==> src/rtl/rw_arbiter.sv <==
module rw_arbiter #(
  parameter int TAG_W = 8,
  parameter int DEPTH = 16,
  parameter int WM_W  = 5,
  parameter int OUT_W = 6
) (
  input  logic             clk,
  input  logic             rst_n,
  input  logic             sw_rst,
  input  logic             enable,
  input  logic [1:0]       mode,
  input  logic [WM_W-1:0]  watermark,
  input  logic             rd_valid,
  output logic             rd_ready,
  input  logic [TAG_W-1:0] rd_tag,
  output logic             rd_full,
  input  logic             wr_valid,
  output logic             wr_ready,
  input  logic [TAG_W-1:0] wr_tag,
  output logic             wr_full,
  input  logic             dn_ready,
  output logic             dn_valid,
  output logic             dn_write,
  output logic [TAG_W-1:0] dn_tag,
  input  logic             rsp_in_valid,
  input  logic             rsp_in_write,
  input  logic [TAG_W-1:0] rsp_in_tag,
  output logic             rsp_out_valid,
  output logic             rsp_out_write,
  output logic [TAG_W-1:0] rsp_out_tag,
  output logic             busy
);

  localparam int PTR_W = (DEPTH > 1) ? $clog2(DEPTH) : 1;
  localparam int CNT_W = $clog2(DEPTH + 1);

  logic [1:0]                  in_valid, full, push, pop, nonempty;
  logic [1:0][TAG_W-1:0]       in_tag, head;
  logic [1:0][CNT_W-1:0]       cnt_v;
  logic                        last_wr, pick_wr, grant;
  logic [OUT_W-1:0]            out_cnt;

  assign in_valid  = {wr_valid, rd_valid};
  assign in_tag[0] = rd_tag;
  assign in_tag[1] = wr_tag;

  generate
    for (genvar i = 0; i < 2; i++) begin : g_q
      logic [TAG_W-1:0] mem [DEPTH];
      logic [PTR_W-1:0] wp, rp;
      logic [CNT_W-1:0] cnt;

      assign cnt_v[i]    = cnt;
      assign head[i]     = mem[rp];
      assign nonempty[i] = cnt != '0;
      assign full[i]     = (int'(cnt) >= int'(watermark)) || (int'(cnt) == DEPTH);
      assign push[i]     = enable && !sw_rst && in_valid[i] && !full[i];
      assign pop[i]      = grant && (pick_wr == 1'(i));

      always_ff @(posedge clk or negedge rst_n) begin
        if (!rst_n) begin
          wp  <= '0;
          rp  <= '0;
          cnt <= '0;
        end else if (sw_rst) begin
          wp  <= '0;
          rp  <= '0;
          cnt <= '0;
        end else begin
          if (push[i]) wp <= (int'(wp) == DEPTH - 1) ? '0 : wp + 1'b1;
          if (pop[i])  rp <= (int'(rp) == DEPTH - 1) ? '0 : rp + 1'b1;
          cnt <= cnt + CNT_W'(push[i]) - CNT_W'(pop[i]);
        end
      end

      always_ff @(posedge clk) begin
        if (push[i]) mem[wp] <= in_tag[i];
      end
    end
  endgenerate

  assign rd_full  = full[0];
  assign wr_full  = full[1];
  assign rd_ready = !enable || !full[0];
  assign wr_ready = !enable || !full[1];

  always_comb begin
    case (mode)
      2'b10:   pick_wr = !nonempty[0];
      2'b01:   pick_wr = nonempty[1];
      default: pick_wr = nonempty[1] && (!nonempty[0] || !last_wr);
    endcase
  end

  assign grant = enable && !sw_rst && dn_ready && (|nonempty);

  always_ff @(posedge clk or negedge rst_n) begin
    if (!rst_n) begin
      last_wr       <= 1'b1;
      dn_valid      <= 1'b0;
      dn_write      <= 1'b0;
      dn_tag        <= '0;
      out_cnt       <= '0;
      rsp_out_valid <= 1'b0;
      rsp_out_write <= 1'b0;
      rsp_out_tag   <= '0;
    end else if (sw_rst) begin
      last_wr       <= 1'b1;
      dn_valid      <= 1'b0;
      dn_write      <= 1'b0;
      dn_tag        <= '0;
      out_cnt       <= '0;
      rsp_out_valid <= 1'b0;
      rsp_out_write <= 1'b0;
      rsp_out_tag   <= '0;
    end else begin
      dn_valid <= grant;
      if (grant) begin
        dn_write <= pick_wr;
        dn_tag   <= pick_wr ? head[1] : head[0];
        last_wr  <= pick_wr;
      end
      rsp_out_valid <= rsp_in_valid && enable;
      if (rsp_in_valid) begin
        rsp_out_write <= rsp_in_write;
        rsp_out_tag   <= rsp_in_tag;
      end
      out_cnt <= out_cnt + OUT_W'(dn_valid)
                 - OUT_W'(rsp_in_valid && (out_cnt != '0 || dn_valid));
    end
  end

  assign busy = (|nonempty) || dn_valid || (out_cnt != '0);

endmodule

==> config.mk <==
export PLATFORM = sky130hd
export DESIGN_NAME = rw_arbiter
export DESIGN_NICKNAME = d
export VERILOG_FILES = /design/src/rtl/rw_arbiter.sv
export SDC_FILE = /design/constraint.sdc
export NUM_CORES = 1
export LEC_CHECK = 0
export BUFFER_PORTS_ARGS = -buffer_cell sky130_fd_sc_hd__buf_2
export CAP_MARGIN = 30
export CORE_MARGIN = 2
export CORE_UTILIZATION = 45
export DETAILED_ROUTE_END_ITERATION = 10
export PLACE_DENSITY_LB_ADDON = 0.2
export SLEW_MARGIN = 10
export SYNTH_ARGS = -nofsm -noshare
export SYNTH_HDL_FRONTEND = slang
export SYNTH_SLANG_ARGS = --single-unit
==> constraint.sdc <==
create_clock -name clk -period 5.2 [get_ports clk]
set_input_delay 0.78 -clock clk [delete_from_list [all_inputs] [get_ports clk]]
set_output_delay 0.78 -clock clk [all_outputs]
set_load 0.005 [all_outputs]
### Word-level counts from Yosys, hierarchy flattened

Memory sizes are Yosys's and may differ from the RTL's.
Index checks and enable logic that the tools add are counted.

* flip-flop bits (word level): 53
* bits in writable memories: 256
* input port bits: 40
* output and inout bits: 25
* logic and storage cells: 105
* memories: 2

* add/sub/neg operators: 10
* order comparisons: 2
* equal/unequal tests: 8
* muxes and demuxes: 32
* bitwise gates (word level): 1
* reductions and logical operators: 36

Memories
* g_q[0].mem: depth 16, width 8, read ports 1, clocked after memory_dff 0, wr ports 1, RTL line 49 `logic [TAG_W-1:0] mem [DEPTH];`
* g_q[1].mem: depth 16, width 8, read ports 1, clocked after memory_dff 0, wr ports 1, RTL line 49

Operators by type and width (number)
* $mux 4: 12
* $mux 8: 5
* $add 4x1->4 const B: 4
* $eq 4x1->1 const B: 4
* $logic_and 1x1->1: 12
* $reduce_bool 2->1: 6
* $mux 1: 11
* $add 5x1->5: 2
* $eq 5x5->1 const B: 2
* $ge 5x5->1: 2
* $mux 5: 2
* $reduce_bool 5->1: 2
* $sub 5x1->5: 2
* $logic_or 1x1->1: 8
* $add 6x1->6: 1
* $logic_not 1->1: 6
* $mux 6: 1
* $reduce_bool 6->1: 1
* $sub 6x1->6: 1
* $eq 2x1->1 const B: 1
* $eq 2x2->1 const B: 1
* $pmux 1 s2: 1
* $reduce_or 2->1: 1
* $not 1->1: 1

### Logic depth before layout (Yosys ltp)

* word-level depth: 9
* depth in mapped cells: 17
* depth with buffers taken out: 17

### Least setup slack after synthesis

No wires, ideal clock.

* path type: in2reg
* start point: in mode[0]
* end point: reg g_q[1].cnt[4]
* setup time: 0.078 ns
* arrival: 3.133 ns
* required time: 5.122 ns
* slack: 1.989 ns
* stages: 17
* path buffers: 0
* cells stage by stage: inv_1 ha_1 nor2_1 a311oi_2 or2_2 nand2_2 inv_2 ha_1 inv_1 ha_1 inv_1 fa_1 inv_1 a21oi_1 nor2_1 or3_1 a21oi_1

* cells in the longest elaborated chain, start to end: 5
* elaborated cells between the ends (all ways): 6
* those cells by class: 1 x add/sub; 2 x eq/ne; 2 x mux; 1 x reduce/logical

RTL lines
* start: declaration: RTL line 11 `input logic [1:0] mode,`
* $eq 2x1->1 / $eq 2x2->1 (equally long branches): RTL line 88 `case (mode)`
* $pmux 1 s2 (*): RTL line 88
* $logic_and 1x1->1 (*): RTL line 58 `assign pop[i] = grant && (pick_wr == 1'(i));`
* $sub 5x1->5 (*): RTL line 72 `cnt <= cnt + CNT_W'(push[i]) - CNT_W'(pop[i]);`
* $mux 5 (*): RTL line 65 `end else if (sw_rst) begin`
* end signal: assignment: RTL line 72
* end: declaration: RTL line 51 `logic [CNT_W-1:0] cnt;`

Mark *: on every way between the ends. The rest lies on a longest branch, timed or not.
A chain may end at the register's enable or synchronous reset.

### Final worst setup path

* start point: reg g_q[0].cnt[2]
* end point: reg g_q[1].cnt[4]

* cells in the longest elaborated chain, start to end: 8
* elaborated cells between the ends (all ways): 10
* those cells by class: 1 x add/sub; 2 x mux; 7 x reduce/logical

RTL lines
* start: declaration: RTL line 51
* start signal: assignment: RTL line 72
* $reduce_bool 5->1 (*): RTL line 55 `assign nonempty[i] = cnt != '0;`
* $logic_not 1->1: RTL line 89, 91
* $logic_or 1x1->1: RTL line 91 `default: pick_wr = nonempty[1] && (!nonempty[0] || !last_wr);`
* $logic_and 1x1->1: RTL line 91
* $pmux 1 s2: RTL line 88
* $logic_and 1x1->1 (*): RTL line 58
* $sub 5x1->5 (*): RTL line 72
* $mux 5 (*): RTL line 65

Marked as above.

==> results.txt <==
* ANT cells: 0
- The region available for standard cell placement spans 28,900 um^2.
* Die height: 176 um
* Maximum count of clock buffers along a single path: 3
- After detailed routing, the number of remaining DRC violations is 0.
* Kind of start point of the critical path: flip-flop
* Post-CTS Setup Bufs: 0
- Post_cts resized: 0
* Worst Setup Slack post-DPL: 1.46 ns
- Number of register bits inferred by synthesis: 309
- Setup slack of the worst register-to-register path: 1.56 ns
- Total routed wirelength: 27.7 mm
- Power density over the cells: 416 nW/um^2
- The worst pin sits at a relative slew slack of 0.412.
* RSZ-0062 raised after global routing: false
- Of the cells placed in the final design, the portion with a size suffix greater than 1 is 0.260.
* Final weighted congestion in routability-driven placement: 0.826
* Number of synthesis warnings: 0
- For this block, the via count after detailed routing is 6,916.
- Largest clock skew in the final design: 0.0240 ns
- Walking the worst path, the cells encountered are inv_1, ha_1, or4b_4, o211ai_2, inv_2, nand2_2, inv_2, ha_1, inv_1, ha_1, inv_1, fa_1, inv_1, a21oi_1, nor2_1, or3_1, a21oi_1.
- In this run the critical register-to-register path is launched from g_q[0].cnt[2].
* Count of flip-flops with a built-in enable after synthesis: 256
- Setup total negative slack on the finished layout was measured at 0 ns.
* First-pass GRT wire length: 42.4 mm
- Final count of hold timing violations: 0
- STA classifies the critical path endpoint as a flip-flop.
- Die outline area: 30,800 um^2
* Post-placement cell count: 1,183
- Based on the critical path, the design can be clocked at up to 275 MHz.
- Remaining number of nets flagged by the antenna check after routing: 0
* Max capacitance violation total: 0
- Dividing the detail-routed wire length by the instance count gives 22.2 um.
- Number of antenna violations at the first check in global routing: 0
* Highest ir drop seen on vdd: 216 uV
- On the critical path, the stage with the largest delay is an instance of sky130_fd_sc_hd__or4b_4.
- TritonCTS created 35 clock buffers.
* Required time at the worst-slack endpoint: 5.63 ns
- The initial utilization of the core area, before any placement, comes to 0.459.
- CTS placed an instance of sky130_fd_sc_hd__clkbuf_16 at the clock tree root.
- In the finished design, the share of the clock period the worst path needs comes to 0.700.
* HPWL after detailed placement: 18.0 mm
* Clock latency of the later-clocked register in the worst-skew pair: 0.52 ns
* Clock sinks: 309
- After clock tree synthesis, the clock-pin slew on the worst setup and hold paths is 0.06 ns.
- Per-instance average area after synthesis: 17.3 um^2
* Via count of the first global-routing pass: 7,041
- For this run, the leading register cell type out of synthesis is sky130_fd_sc_hd__edfxtp_1.
- After detailed routing, the number of vias per cell comes to 5.54.
* DRT iter0 DRCs: 490
- Among the stages of the critical path, the cell type that occurs most often is sky130_fd_sc_hd__inv_1.
- Fill cell instance count of the final layout: 2,324
- In this run the count of I/O pins placed on the die edge is 65.
- At the pin with the least slew margin, the transition time is 0.879 ns.
- Maximum number of pins on one net before global-route repair: 54
- In this run, post-CTS hold repair placed 0 buffers.
- Counting I/O delays and the setup requirement, the final critical path takes 3.64 ns.
* Setup violation total in the final timing report: 0
- Counting flops with an async set or reset pin after synthesis yields a share of 0.172.
- In this run the static leakage power is 0.00544 uW.
* Cell count after synthesis: 767
- The worst setup path is of the reg -> reg kind.
- Slew Limit Fails: 0
- In the final design database the tool counted 922 nets.
- The largest single stage delay on the critical path is 0.51 ns.
* Detailed Routing Iterations Pass 1: 4
- For the worst setup path, the data arrival time is 4.07 ns.
* Post-synthesis sequential area ratio: 0.681
- The die is 176 um wide.
- Clock tree from TritonCTS: built
* Max Fanout on Critical Path: 12
- Total global routing overflow: 0
* Core Rows: 62
- Global routing usage summed across all routing layers: 0.184
- Post-Syn Area: 13,200 um^2
- The run finished with clean final reports.
* CTS H-Tree Depth: 2
- Setup crit start: g_q[0].cnt[2]
- The finished layout holds 1,248 standard cells, fillers aside.
- In this run the worst hold path is classified as in -> async.
* Layout area overhead: 14.8%
* I/O Buffers: 64
- Once routing completed, OpenROAD measured the worst setup slack at 1.56 ns.
- Synthesis produced a netlist with a net count of 852.
- The netlist uses 54 different library cells.
registers in the layout (all words and copies together), names as in the netlist, 6 cells and up:
register,flops
out_cnt,6
g_q.cnt,10
g_q.wp,8
g_q.mem,256
g_q.rp,8
dn_tag,8
rsp_out_tag,8
synthesized netlist by cell type, types with 2 or more instances:
master | n | area [um^2]
sky130_fd_sc_hd__a22oi_1 | 16 | 120
sky130_fd_sc_hd__o221ai_2 | 8 | 120
sky130_fd_sc_hd__inv_2 | 2 | 7.51
sky130_fd_sc_hd__nor2b_1 | 8 | 50.1
sky130_fd_sc_hd__nand2b_1 | 3 | 18.8
sky130_fd_sc_hd__ha_1 | 42 | 526
sky130_fd_sc_hd__xnor2_1 | 4 | 35.0
sky130_fd_sc_hd__a221oi_1 | 2 | 17.5
sky130_fd_sc_hd__mux2i_1 | 24 | 240
sky130_fd_sc_hd__and2_1 | 2 | 12.5
sky130_fd_sc_hd__and3_1 | 9 | 56.3
sky130_fd_sc_hd__mux4_2 | 64 | 1440
sky130_fd_sc_hd__nand2_1 | 43 | 161
sky130_fd_sc_hd__o2111a_1 | 2 | 22.5
sky130_fd_sc_hd__o211ai_2 | 8 | 100
sky130_fd_sc_hd__or3_1 | 3 | 18.8
sky130_fd_sc_hd__buf_2 | 12 | 60.1
sky130_fd_sc_hd__nor2_1 | 47 | 176
sky130_fd_sc_hd__buf_4 | 2 | 15.0
sky130_fd_sc_hd__and2b_1 | 2 | 15.0
sky130_fd_sc_hd__clkbuf_1 | 17 | 63.8
sky130_fd_sc_hd__mux2_2 | 8 | 90.1
sky130_fd_sc_hd__inv_1 | 37 | 139
sky130_fd_sc_hd__fa_1 | 3 | 60.1
sky130_fd_sc_hd__dfrtp_1 | 52 | 1300
sky130_fd_sc_hd__a32o_1 | 2 | 20.0
sky130_fd_sc_hd__xor2_1 | 8 | 70.1
sky130_fd_sc_hd__buf_6 | 2 | 22.5
sky130_fd_sc_hd__o21ai_0 | 5 | 25.0
sky130_fd_sc_hd__a21o_1 | 5 | 37.5
sky130_fd_sc_hd__and4b_1 | 8 | 80.1
sky130_fd_sc_hd__and3b_1 | 8 | 70.1
sky130_fd_sc_hd__buf_1 | 7 | 26.3
sky130_fd_sc_hd__and4_1 | 6 | 52.6
sky130_fd_sc_hd__nand3_1 | 4 | 20.0
sky130_fd_sc_hd__edfxtp_1 | 256 | 7690
sky130_fd_sc_hd__a21oi_1 | 15 | 75.1
sky130_fd_sc_hd__nor3b_1 | 2 | 15.0
sky130_fd_sc_hd__a31oi_1 | 4 | 25.0
through the flow:
stage	total power, uW	util	hold slack (ns)	area [um^2]
after floorplan	3520	-	0.446	13200
after global placement	3740	0.482	0.461	13900
after detailed placement	3780	0.483	0.459	13900
after CTS	6390	0.525	0.409	15200
after global routing	6600	0.526	0.438	15200
final	6320	0.526	0.392	15200
layer usage:
metal  vias to the layer above  share of wire  wire, um  track usage
li1                       3129              -         -            -
met1                      3562           0.45     12500        0.265
met2                       188           0.47     13100        0.289
met3                        37          0.056      1540       0.0342
met4                         0          0.021       589       0.0496
met5                         -              0         0            0
power breakdown:
part | internal, uW | total (uW) | leakage, uW | switching, uW
clock | 1620 | 2600 | 0.000596 | 976
combinational | 417 | 878 | 0.00183 | 461
sequential | 2760 | 2850 | 0.00301 | 86.7
total | 4800 | 6320 | 0.00544 | 1520
layout by cell type (no fill, tap or decap), types with 4 or more instances in the layout:
| master | Yosys | final |
|---|---|---|
| sky130_fd_sc_hd__a22oi_1 | 16 | 16 |
| sky130_fd_sc_hd__edfxtp_1 | 256 | 256 |
| sky130_fd_sc_hd__nor2_1 | 47 | 47 |
| sky130_fd_sc_hd__clkbuf_16 | 0 | 36 |
| sky130_fd_sc_hd__inv_1 | 37 | 37 |
| sky130_fd_sc_hd__clkbuf_1 | 17 | 5 |
| sky130_fd_sc_hd__and4b_1 | 8 | 8 |
| sky130_fd_sc_hd__o211ai_2 | 8 | 8 |
| sky130_fd_sc_hd__and4_1 | 6 | 6 |
| sky130_fd_sc_hd__o221ai_2 | 8 | 8 |
| sky130_fd_sc_hd__xor2_1 | 8 | 8 |
| sky130_fd_sc_hd__and3b_1 | 8 | 8 |
| sky130_fd_sc_hd__dfrtp_1 | 52 | 50 |
| sky130_fd_sc_hd__buf_4 | 2 | 7 |
| sky130_fd_sc_hd__clkinv_2 | 0 | 6 |
| sky130_fd_sc_hd__clkinv_1 | 0 | 5 |
| sky130_fd_sc_hd__mux2i_1 | 24 | 24 |
| sky130_fd_sc_hd__bufinv_16 | 0 | 7 |
| sky130_fd_sc_hd__nand3_1 | 4 | 4 |
| sky130_fd_sc_hd__a21o_1 | 5 | 5 |
| sky130_fd_sc_hd__buf_2 | 12 | 64 |
| sky130_fd_sc_hd__mux2_2 | 8 | 8 |
| sky130_fd_sc_hd__a21oi_1 | 15 | 15 |
| sky130_fd_sc_hd__nand2_1 | 43 | 43 |
| sky130_fd_sc_hd__and3_1 | 9 | 9 |
| sky130_fd_sc_hd__o21ai_0 | 5 | 5 |
| sky130_fd_sc_hd__a31oi_1 | 4 | 4 |
| sky130_fd_sc_hd__nor2b_1 | 8 | 8 |
| sky130_fd_sc_hd__xnor2_1 | 4 | 4 |
| sky130_fd_sc_hd__ha_1 | 42 | 42 |
| sky130_fd_sc_hd__mux4_2 | 64 | 64 |
worst max-delay path: cells and delay by family (launching register included):
family | cells | cell delay [ns]
buffers and inverters | 6 | 0.55
DFF | 1 | 0.40
AOI/OAI and AO/OA | 3 | 0.55
and+or+nand+nor | 4 | 1.23
adders and majority gates | 4 | 0.83
final timing paths:
kind	end	depth (start not counted)
worst max-delay path	g_q[1].cnt[4]	17
worst min-delay path	rsp_out_tag[4]	2
worst max register to register	g_q[1].cnt[4]	17
worst min register to register	last_wr	2
max in group asynchronous	g_q[0].rp[0]	2
min in group clk	last_wr	2
kinds of logic after synthesis:
group / synth area share
AO/OA/AOI/OAI: 0.0465
XOR/XNOR: 0.00794
adder cells (fa/ha/maj): 0.0442
buffers and inverters: 0.0252
flip-flops: 0.681
multiplexers: 0.134
AND/OR/NAND/NOR: 0.0612
cell type report:
| type | count | area (um^2) | area share |
|---|---|---|---|
| Multi-Input combinational cell | 379 | 3890 | 0.256 |
| Clock inverter | 23 | 308 | 0.0203 |
| Tap cell | 384 | 480 | 0.0316 |
| Clock buffer | 41 | 920 | 0.0605 |
| Timing Repair Buffer | 73 | 428 | 0.0282 |
| Inverter | 39 | 146 | 0.00964 |
| Sequential cell | 309 | 9020 | 0.594 |
Power figures use the tool's default switching activity.
